`config.mk`:
```
export PLATFORM = sky130hd
export DESIGN_NAME = rbp_precoder
export DESIGN_NICKNAME = d
export VERILOG_FILES = /design/src/rtl/rbp_pkg.sv /design/src/rtl/rbp_row.sv /design/src/rtl/rbp_entry.sv /design/src/rtl/rbp_precoder.sv
export SDC_FILE = /design/constraint.sdc
export NUM_CORES = 1
export LEC_CHECK = 0
export ABC_CLOCK_PERIOD_IN_PS = 2700
export BUFFER_PORTS_ARGS = -buffer_cell sky130_fd_sc_hd__buf_2
export CORE_ASPECT_RATIO = 0.7
export CORE_UTILIZATION = 50
export DETAILED_ROUTE_END_ITERATION = 10
export PLACE_DENSITY_LB_ADDON = 0.15
export SYNTH_ARGS = -nofsm -noshare
export SYNTH_HDL_FRONTEND = slang
export SYNTH_SLANG_ARGS = --single-unit
```
`constraint.sdc`:
```
create_clock -name vclk -period 2.7
set_input_delay 0.54 -clock vclk [all_inputs]
set_output_delay 0.54 -clock vclk [all_outputs]
set_load 0.03 [all_outputs]
```
`src/rtl/rbp_pkg.sv`:
```
package rbp_pkg;

    typedef enum logic [1:0] {
        CELL_P = 2'd0,
        CELL_N = 2'd1,
        CELL_Q = 2'd2
    } cell_kind_e;

    typedef struct packed {
        logic carry;
        logic resid;
    } cell_out_t;

    // positive carry out of a borrow-save column, negative residual left behind
    function automatic cell_out_t p_cell(input logic pb, input logic nb);
        cell_out_t r;
        r.carry = pb & ~nb;
        r.resid = pb ^ nb;
        return r;
    endfunction

    // negative carry out of a borrow-save column, positive residual left behind
    function automatic cell_out_t n_cell(input logic pb, input logic nb);
        cell_out_t r;
        r.carry = nb & ~pb;
        r.resid = pb ^ nb;
        return r;
    endfunction

    // carry-save column of positive weight: digit 0..2 -> 2*carry - resid
    function automatic cell_out_t q_cell(input logic xb, input logic yb);
        cell_out_t r;
        r.carry = xb | yb;
        r.resid = xb ^ yb;
        return r;
    endfunction

    // carry-save column of negative weight: -(x+y) -> -2*carry - resid
    function automatic cell_out_t q_sign_cell(input logic xb, input logic yb);
        cell_out_t r;
        r.carry = xb & yb;
        r.resid = xb ^ yb;
        return r;
    endfunction

endpackage

```
`src/rtl/rbp_row.sv`:
```
module rbp_row
    import rbp_pkg::*;
#(
    parameter int         W    = 16,
    parameter cell_kind_e KIND = CELL_P
) (
    input  logic [W-1:0] hi_i,
    input  logic [W-1:0] lo_i,
    output logic [W:0]   pos_o,
    output logic [W:0]   neg_o
);

    logic [W-1:0] cy;
    logic [W-1:0] rs;

    for (genvar i = 0; i < W; i++) begin : g_col
        cell_out_t c;
        if (KIND == CELL_P) begin : g_p
            assign c = p_cell(hi_i[i], lo_i[i]);
        end else if (KIND == CELL_N) begin : g_n
            assign c = n_cell(hi_i[i], lo_i[i]);
        end else if (i == W-1) begin : g_qs
            assign c = q_sign_cell(hi_i[i], lo_i[i]);
        end else begin : g_q
            assign c = q_cell(hi_i[i], lo_i[i]);
        end
        assign cy[i] = c.carry;
        assign rs[i] = c.resid;
    end

    if (KIND == CELL_P) begin : g_place_p
        assign pos_o = {cy, 1'b0};
        assign neg_o = {1'b0, rs};
    end else if (KIND == CELL_N) begin : g_place_n
        assign pos_o = {1'b0, rs};
        assign neg_o = {cy, 1'b0};
    end else begin : g_place_q
        assign pos_o = {1'b0, cy[W-2:0], 1'b0};
        assign neg_o = {cy[W-1], rs};
    end

endmodule

```
`src/rtl/rbp_entry.sv`:
```
module rbp_entry
    import rbp_pkg::*;
#(
    parameter int K = 16
) (
    input  logic         fmt_cs,
    input  logic [K-1:0] row_a,
    input  logic [K-1:0] row_b,
    output logic [K:0]   pos_o,
    output logic [K:0]   neg_o
);

    logic [K:0] q_pos, q_neg, n_pos, n_neg;

    rbp_row #(.W(K), .KIND(CELL_Q)) u_qrow (
        .hi_i (row_a),
        .lo_i (row_b),
        .pos_o(q_pos),
        .neg_o(q_neg)
    );

    rbp_row #(.W(K), .KIND(CELL_N)) u_nrow (
        .hi_i (row_a),
        .lo_i (row_b),
        .pos_o(n_pos),
        .neg_o(n_neg)
    );

    assign pos_o = fmt_cs ? q_pos : n_pos;
    assign neg_o = fmt_cs ? q_neg : n_neg;

endmodule

```
`src/rtl/rbp_precoder.sv`:
```
module rbp_precoder
    import rbp_pkg::*;
#(
    parameter int NDIG = 16
) (
    input  logic              fmt_cs,
    input  logic [NDIG-1:0]   row_a,
    input  logic [NDIG-1:0]   row_b,
    output logic [NDIG+2:0]   out_pos,
    output logic [NDIG+2:0]   out_neg
);

    localparam int W1 = NDIG + 1;
    localparam int W2 = NDIG + 2;

    logic [W1-1:0] s1_pos, s1_neg;
    logic [W2-1:0] s2_pos, s2_neg;

    rbp_entry #(.K(NDIG)) u_entry (
        .fmt_cs(fmt_cs),
        .row_a (row_a),
        .row_b (row_b),
        .pos_o (s1_pos),
        .neg_o (s1_neg)
    );

    rbp_row #(.W(W1), .KIND(CELL_N)) u_mid (
        .hi_i (s1_pos),
        .lo_i (s1_neg),
        .pos_o(s2_pos),
        .neg_o(s2_neg)
    );

    rbp_row #(.W(W2), .KIND(CELL_P)) u_last (
        .hi_i (s2_pos),
        .lo_i (s2_neg),
        .pos_o(out_pos),
        .neg_o(out_neg)
    );

endmodule

```
==> metrics.txt, run 1 <==
Post-DRT Antenna Nets=0; Peak Freq=382.7 MHz; PD cells=347.6 nW/um^2; CP peak stage delay=300 ps; share of layout cells above drive strength 1=32.82%; initial antenna violation count=0; Gate Count Post-Synth=197; critical-path maximum fanout=2; DRT iter0 DRCs=9; Syn Std Cell Area=1544 um^2; Sw Share=65.39%; Post-CTS Hold Fix Bufs=0; Worst Hold Path Cells=3; hold crit path type=in2out; Worst Setup Path Type=in2out; Tmin final=2613 ps; Int Power=0.0002273 W; syn avg cell area=7.837 um^2; YS warnings=0; crit path max-delay cell type=ha_1; status=finished, final reports clean; dpl hpwl=2174 um; die area=3318 um^2; FP Rows=16; sequential cells=0; # setup viols final=0; vias in the first global route=1115; most common cell after layout, fill and taps aside=inv_1; die width=68.42 um; Core Box Area=2863 um^2; Yosys cell types=15; Wirelength per Cell=7.946 um; Total GRT Usage=15.21%; ant diodes=0; Ports=71; Cell Chain, Critical Path=buf_2, inv_1, ha_1, mux2_4, ha_1, inv_1, ha_1, inv_1, clkbuf_4; share of total power in the clock network=0%; CP startpoint kind=primary input; number of clock buffers in the layout=0; Placement Setup Slack=85.15 ps; Tcrit/Tclk final=96.78%; VDD IR max=0.0002667 V; Net Switching=0.0004295 W; leading area contributor after synthesis=ha_1; Reg power frac=0%; RSZ-0062 raised after global routing=false; WP data required=2160 ps; Finished Layout Cells=295; synth top area cells=ha_1, inv_1, mux2_4, mux2i_1, o21ai_0; Area Growth Syn to Fin=22.37%; Slew Limit Fails=0; drt via density=4.237; largest net degree at the start of global routing=29; Fin. Hold Viols=0; Seq. cell area=0 um^2; CP Buf/Inv Count=5; Post-CTS Setup Inserts=0; Max Cap Violations=0; Layout Nets=355; post-synthesis sequential area ratio=0%; Vias=1250; PortBufs=68; setup TNS=0 ps; Yosys top cell area share=49.43%; placed insts=295; Comb power frac=100.0%; Data arrival, critical path=2070 ps; Chip Height=48.50 um; cts repair resizes=0; Residual DRC=0; CP Depth=9; Fillers=255; critical path endpoint category=output port; most frequent cells in the layout=inv_1, buf_2, ha_1, mux2_4, nand2_1; initial core utilization=53.93%; Placer Congestion=0.6862; 1st-pass router iterations=4; LEAKAGE=1.320 nW; DRT Wirelength=2344 um; critical path's top delay family=adder cells; final setup slack of the worst path=87.06 ps; grt total ovfl=0; first-pass GRT wire length=4153 um
cell usage after synthesis, drive strengths merged:
cell	n
ha	61
conb	1
xnor2	2
and2	1
a21oi	1
mux2	15
nand2	9
buf	9
o21ai	8
clkbuf	1
mux2i	6
inv	82
nor2	1
stage by stage:
step | power (W) | util [%] | area (um^2) | hold slack [ps]
3_3_place_gp | 0.0006490 | 65.91 | 1887 | 1506
4_1_cts | 0.0006662 | 65.91 | 1887 | 1509
3_5_place_dp | 0.0006633 | 65.91 | 1887 | 1509
5_1_grt | 0.0007402 | 66.00 | 1889 | 1525
6_report | 0.0006567 | 66.00 | 1889 | 1504
2_1_floorplan | 0.0005169 | - | 1551 | 1307
path summary, 6_finish.rpt:
check | start | to
max | row_a[4] | out_neg[4]
min | row_b[15] | out_neg[17]
cells by family after synthesis:
kind of cell | count (synthesis) | synth area share (%)
adder cells (fa/ha/maj) | 61 | 49.43
AO/OA/AOI/OAI | 9 | 2.917
other | 1 | 0.2429
buffers and inverters | 92 | 24.96
multiplexers | 21 | 18.48
AND/OR/NAND/NOR | 11 | 2.836
XOR/XNOR | 2 | 1.135
per-layer routing:
metal | share of wire [%] | track usage [%] | wire length (um)
met2 | 49 | 32.03 | 1159
met4 | 0 | 0 | 0
met5 | 0 | 0 | 0
met3 | 4.4 | 0.2358 | 102
met1 | 46 | 17.05 | 1082
final cells by class:
class	count	area, um^2	area share, %
well taps	36	45.04	2.384
repair buffers	70	370.4	19.60
inverters	82	307.8	16.29
multi-input cells	107	1166	61.72
tightest hold or removal path, delay by kind of cell:
kind | cells | cell delay [ps]
buf+inv | 2 | 280
simple gates | 1 | 140
power by group through the flow:
stage	sequential (W)	combinational, W	clock (W)
CTS	0	0.000666	0
global placement	0	0.000649	0
detailed placement	0	0.000663	0
global route	0	0.000740	0
floorplan	0	0.000517	0
finish	0	0.000657	0
No activity file was read; power rests on OpenSTA's default activity.
==> inputs of run 2 (changes only) <==
--- a/config.mk
+++ b/config.mk
@@ -5,6 +5,7 @@
 export SDC_FILE = /design/constraint.sdc
 export NUM_CORES = 1
 export LEC_CHECK = 0
+export ABC_AREA = 0
 export ABC_CLOCK_PERIOD_IN_PS = 2700
 export BUFFER_PORTS_ARGS = -buffer_cell sky130_fd_sc_hd__buf_2
 export CORE_ASPECT_RATIO = 0.7
==> constraint.sdc (replaced) <==
create_clock -name vclk -period 2.7
set_input_delay 0.27 -clock vclk [all_inputs]
set_output_delay 0.27 -clock vclk [all_outputs]
set_load 0.03 [all_outputs]
==> metrics.txt, run 2 (same netlist as run 1, synthesis figures left out) <==
Cell Chain, Critical Path=buf_2, inv_1, ha_1, mux2_4, ha_1, inv_1, ha_1, inv_1, buf_2; first-pass GRT wire length=3960 um (-4.6%); Ports=71 (unchanged); total power=0.0006470 W (-1.5%); Int Power=0.0002222 W (-2.2%); Slew Limit Fails=0 (unchanged); largest net degree at the start of global routing=42 (+45%); Fillers=267 (+4.7%); die width=68.42 um (unchanged); Layout Nets=354 (-0.28%); Post-CTS Setup Inserts=0 (unchanged); crit path to=out_neg[14]; Peak Freq=490.1 MHz (+28%); grt total ovfl=0 (unchanged); Data arrival, critical path=1770 ps (-300 ps); drt via density=4.184 (-1.3%); most common cell after layout, fill and taps aside=inv_1; Residual DRC=0 (unchanged); critical-path maximum fanout=2 (unchanged); cts repair resizes=0 (unchanged); Area Growth Syn to Fin=21.72%; M3 GR Usage=0.4717% (+0.24 points); share of layout cells above drive strength 1=32.56% (-0.26 points); CP peak stage delay=310 ps (about the same); status=finished, final reports clean; GRT busiest layer=met2; Seq. cell area=0 um^2 (unchanged); PD cells=344.3 nW/um^2 (-0.96%); Final Util=65.65% (-0.35 points); PortBufs=68 (unchanged); share of total power in the clock network=0% (unchanged); # setup viols final=0 (unchanged); routing usage on met2=27.94% (-4.1 points); critical path endpoint category=output port; hold crit path type=in2out; die area=3318 um^2 (unchanged); ant diodes=0 (unchanged); Reg power frac=0% (unchanged); Multi-input gate area=1166 um^2 (unchanged); number of clock buffers in the layout=0 (unchanged); Tmin final=2040 ps (-572.5 ps); Sw Share=65.65% (+0.26 points); initial core utilization=53.93% (unchanged); 1st-pass router iterations=2 (-2); DRT iter0 DRCs=12 (+3); Total GRT Usage=14.44% (-0.77 points); Fin. Hold Viols=0 (unchanged); Post-CTS Hold Fix Bufs=0 (unchanged); LEAKAGE=1.314 nW (-0.42%); setup TNS=0 ps (unchanged); Tcrit/Tclk final=75.57% (-21 points); Critical Path Start=row_a[14]; RSZ-0062 raised after global routing=false; Placer Congestion=0.7044 (+2.7%); WP data required=2430 ps (+270 ps); Comb power frac=100.0% (about the same); VDD IR max=0.0002837 V (+6.4%); sequential cells=0 (unchanged); Vias=1230 (-1.6%); FP Rows=16 (unchanged); dpl hpwl=2088 um (-4.0%); Worst Setup Path Type=in2out; Max Cap Violations=0 (unchanged); vias in the first global route=1017 (-8.8%); Chip Height=48.50 um (unchanged); Post-DRT Antenna Nets=0 (unchanged); Net Switching=0.0004248 W (-1.1%); Wirelength per Cell=7.755 um (-2.4%); initial antenna violation count=0 (unchanged); crit path max-delay cell type=ha_1; most frequent cells in the layout=inv_1, buf_2, ha_1, mux2_4, nand2_1; GRT met1 Usage=18.04% (+0.99 points); DRT Wirelength=2280 um (-2.7%); Core Box Area=2863 um^2 (unchanged); hold_ws=967.3 ps (-536.2 ps); CP startpoint kind=primary input
## run 2: changes by cell type in the layout (fill, tap and decap cells not counted), sizes merged
cell / before / now
clkbuf: 1 / 0
## run 2: cell type report
type / instances / area share, %
Inverter: 82 / 16.38
Multi-Input combinational cell: 107 / 62.05
Tap cell: 36 / 2.397
Timing Repair Buffer: 69 / 19.17
## run 2: how the worst min path moves through the flow
stage / startpoint / end / slack [ps] / cells after the start
after floorplan: row_b[15] / out_neg[17] / 770 / 1
after global placement: row_b[15] / out_neg[17] / 960 / 3
after detailed placement: row_b[15] / out_neg[17] / 970 / 3
after CTS: row_b[15] / out_neg[17] / 970 / 3
after global routing: row_b[15] / out_neg[17] / 990 / 3
final: row_b[15] / out_neg[17] / 970 / 3
## run 2: through the flow
step,setup slack [ps],cells,cell area [um^2]
floorplan,813.8,199,1551
global placement,653.4,294,1879
detailed placement,645.1,294,1879
CTS,642.3,294,1879
global route,568.0,294,1879
finish,659.5,294,1879
## run 2: layer usage
| metal | vias up | part of all wire, % |
|---|---|---|
| met5 | - | 0 |
| met4 | 0 | 0 |
| met3 | 0 | 4.6 |
| met2 | 33 | 46 |
| met1 | 502 | 49 |
| li1 | 695 | - |
## run 2: critical path: cells and delay by family
kind,cells,cell delay [ps]
adder cells (fa/ha/maj),3,840
multiplexers,1,260
buffers and inverters,5,390
## run 2: power groups by stage
stage          logic (W)  clock network [W]  registers (W)
6_report        0.000647                  0              0
5_1_grt         0.000727                  0              0
4_1_cts         0.000659                  0              0
3_5_place_dp    0.000656                  0              0
3_3_place_gp    0.000648                  0              0
2_1_floorplan   0.000517                  0              0
==> inputs of run 3 (changes only) <==
--- a/config.mk
+++ b/config.mk
@@ -6,7 +6,7 @@
 export NUM_CORES = 1
 export LEC_CHECK = 0
 export ABC_AREA = 0
-export ABC_CLOCK_PERIOD_IN_PS = 2700
+export ABC_CLOCK_PERIOD_IN_PS = 2100
 export BUFFER_PORTS_ARGS = -buffer_cell sky130_fd_sc_hd__buf_2
 export CORE_ASPECT_RATIO = 0.7
 export CORE_UTILIZATION = 50
==> constraint.sdc (replaced) <==
create_clock -name vclk -period 2.1
set_input_delay 0.21 -clock vclk [all_inputs]
set_output_delay 0.21 -clock vclk [all_outputs]
set_load 0.03 [all_outputs]
==> metrics.txt, run 3 (same netlist as run 1, synthesis figures left out) <==
Final Util=65.65% (unchanged); dpl hpwl=2010 um (-3.8%); die width=68.42 um (unchanged); Wirelength per Cell=7.490 um (-3.4%); # setup viols final=0 (unchanged); 1st-pass router iterations=3 (+1); WP data required=1890 ps (-540 ps); Ports=71 (unchanged); initial core utilization=53.93% (unchanged); Area Growth Syn to Fin=21.72% (unchanged); Residual DRC=0 (unchanged); critical-path maximum fanout=41 (+39); crit path to=out_neg[2]; Worst Setup Path Type=in2out; CP startpoint kind=primary input; Tmin final=1920 ps; setup TNS=0 ps (unchanged); critical path endpoint category=output port; sequential cells=0 (unchanged); most frequent cells in the layout=inv_1, buf_2, ha_1, mux2_4, nand2_1; DRT iter0 DRCs=9 (-3); Slew Limit Fails=0 (unchanged); status=finished, final reports clean; placed insts=294 (unchanged); vias in the first global route=1075 (+5.7%); Cell Chain, Critical Path=buf_2, buf_12, mux2_4, ha_1, inv_1, ha_1, inv_1, buf_2; cts repair resizes=0 (unchanged); initial antenna violation count=0 (unchanged); Total GRT Usage=14.11% (-0.34 points); number of clock buffers in the layout=0 (unchanged); Post-DRT Antenna Nets=0 (unchanged); hold crit path type=in2out; Max Cap Violations=0 (unchanged); Core Box Area=2863 um^2 (unchanged); Worst Hold Path Cells=3 (unchanged); LEAKAGE=1.314 nW (unchanged); CP peak stage delay=320 ps (about the same); total power=0.0008305 W (+28%); PortBufs=68 (unchanged); RSZ-0062 raised after global routing=false; crit path max-delay cell type=mux2_4; Peak Freq=520.7 MHz; Placer Congestion=0.6669 (-5.3%); Chip Height=48.50 um (unchanged); DRT Wirelength=2202 um (-3.4%); share of layout cells above drive strength 1=32.56% (unchanged); cell area after placement=1879 um^2 (unchanged); Layout Nets=354 (unchanged); Critical Path Start=fmt_cs; grt total ovfl=0 (unchanged); PD cells=441.9 nW/um^2 (+28%); Post-CTS Hold Fix Bufs=0 (unchanged); Tcrit/Tclk final=91.45%; drt via density=4.255 (+1.7%); Seq. cell area=0 um^2 (unchanged); FP Rows=16 (unchanged); die area=3318 um^2 (unchanged); Fin. Hold Viols=0 (unchanged); post-route cell area=1879 um^2 (unchanged); first-pass GRT wire length=3891 um (-1.7%); largest net degree at the start of global routing=42 (unchanged); Data arrival, critical path=1710 ps (-60 ps); ant diodes=0 (unchanged); VDD IR max=0.0003517 V (+24%); Finished Layout Cells=294 (unchanged); Vias=1251 (+1.7%); most common cell after layout, fill and taps aside=inv_1; Post-CTS Setup Inserts=0 (unchanged)
## run 3: cell counts in the layout (fill, tap and decap cells not counted)
No cell type changed its count.
## run 3: worst min-delay path by stage
| stage | from | to | slack [ps] |
|---|---|---|---|
| global route | row_b[15] | out_neg[17] | 870 |
| detailed placement | row_b[15] | out_neg[17] | 850 |
| CTS | row_b[15] | out_neg[17] | 850 |
| global placement | row_b[15] | out_neg[17] | 850 |
| floorplan | row_b[15] | out_neg[17] | 650 |
| finish | row_b[15] | out_neg[17] | 850 |
## run 3: area by class of cell
| class | count | area [um^2] |
|---|---|---|
| Tap cell | 36 | 45.04 |
| Multi-Input combinational cell | 107 | 1166 |
| Inverter | 82 | 307.8 |
| Timing Repair Buffer | 69 | 360.3 |
| Fill cell | 289 | 983.4 |
## run 3: worst max-delay path, delay by kind of cell
kind	cells	cell delay, ps
muxes	1	320
adders and majority gates	2	540
buffers and inverters	5	610
## run 3: power breakdown
group          total, W  switching, W  internal [W]
clock network         0             0             0
logic          0.000830      0.000544      0.000286
registers             0             0             0
total          0.000830      0.000544      0.000286
## run 3: metrics by stage
stage          hold WS, ps  worst slack, ps
2_1_floorplan        647.3            333.8
3_3_place_gp         846.0            174.0
3_5_place_dp         852.4            165.2
4_1_cts              852.4            163.5
5_1_grt              872.2            82.68
6_report             848.9            179.5
## run 3: per-layer routing
layer	routed length, um	track usage (%)	vias up
met5	0	0	-
met4	0	0	0
met3	96	0	0
met2	1026	27.45	33
met1	1078	17.90	524
li1	-	-	694
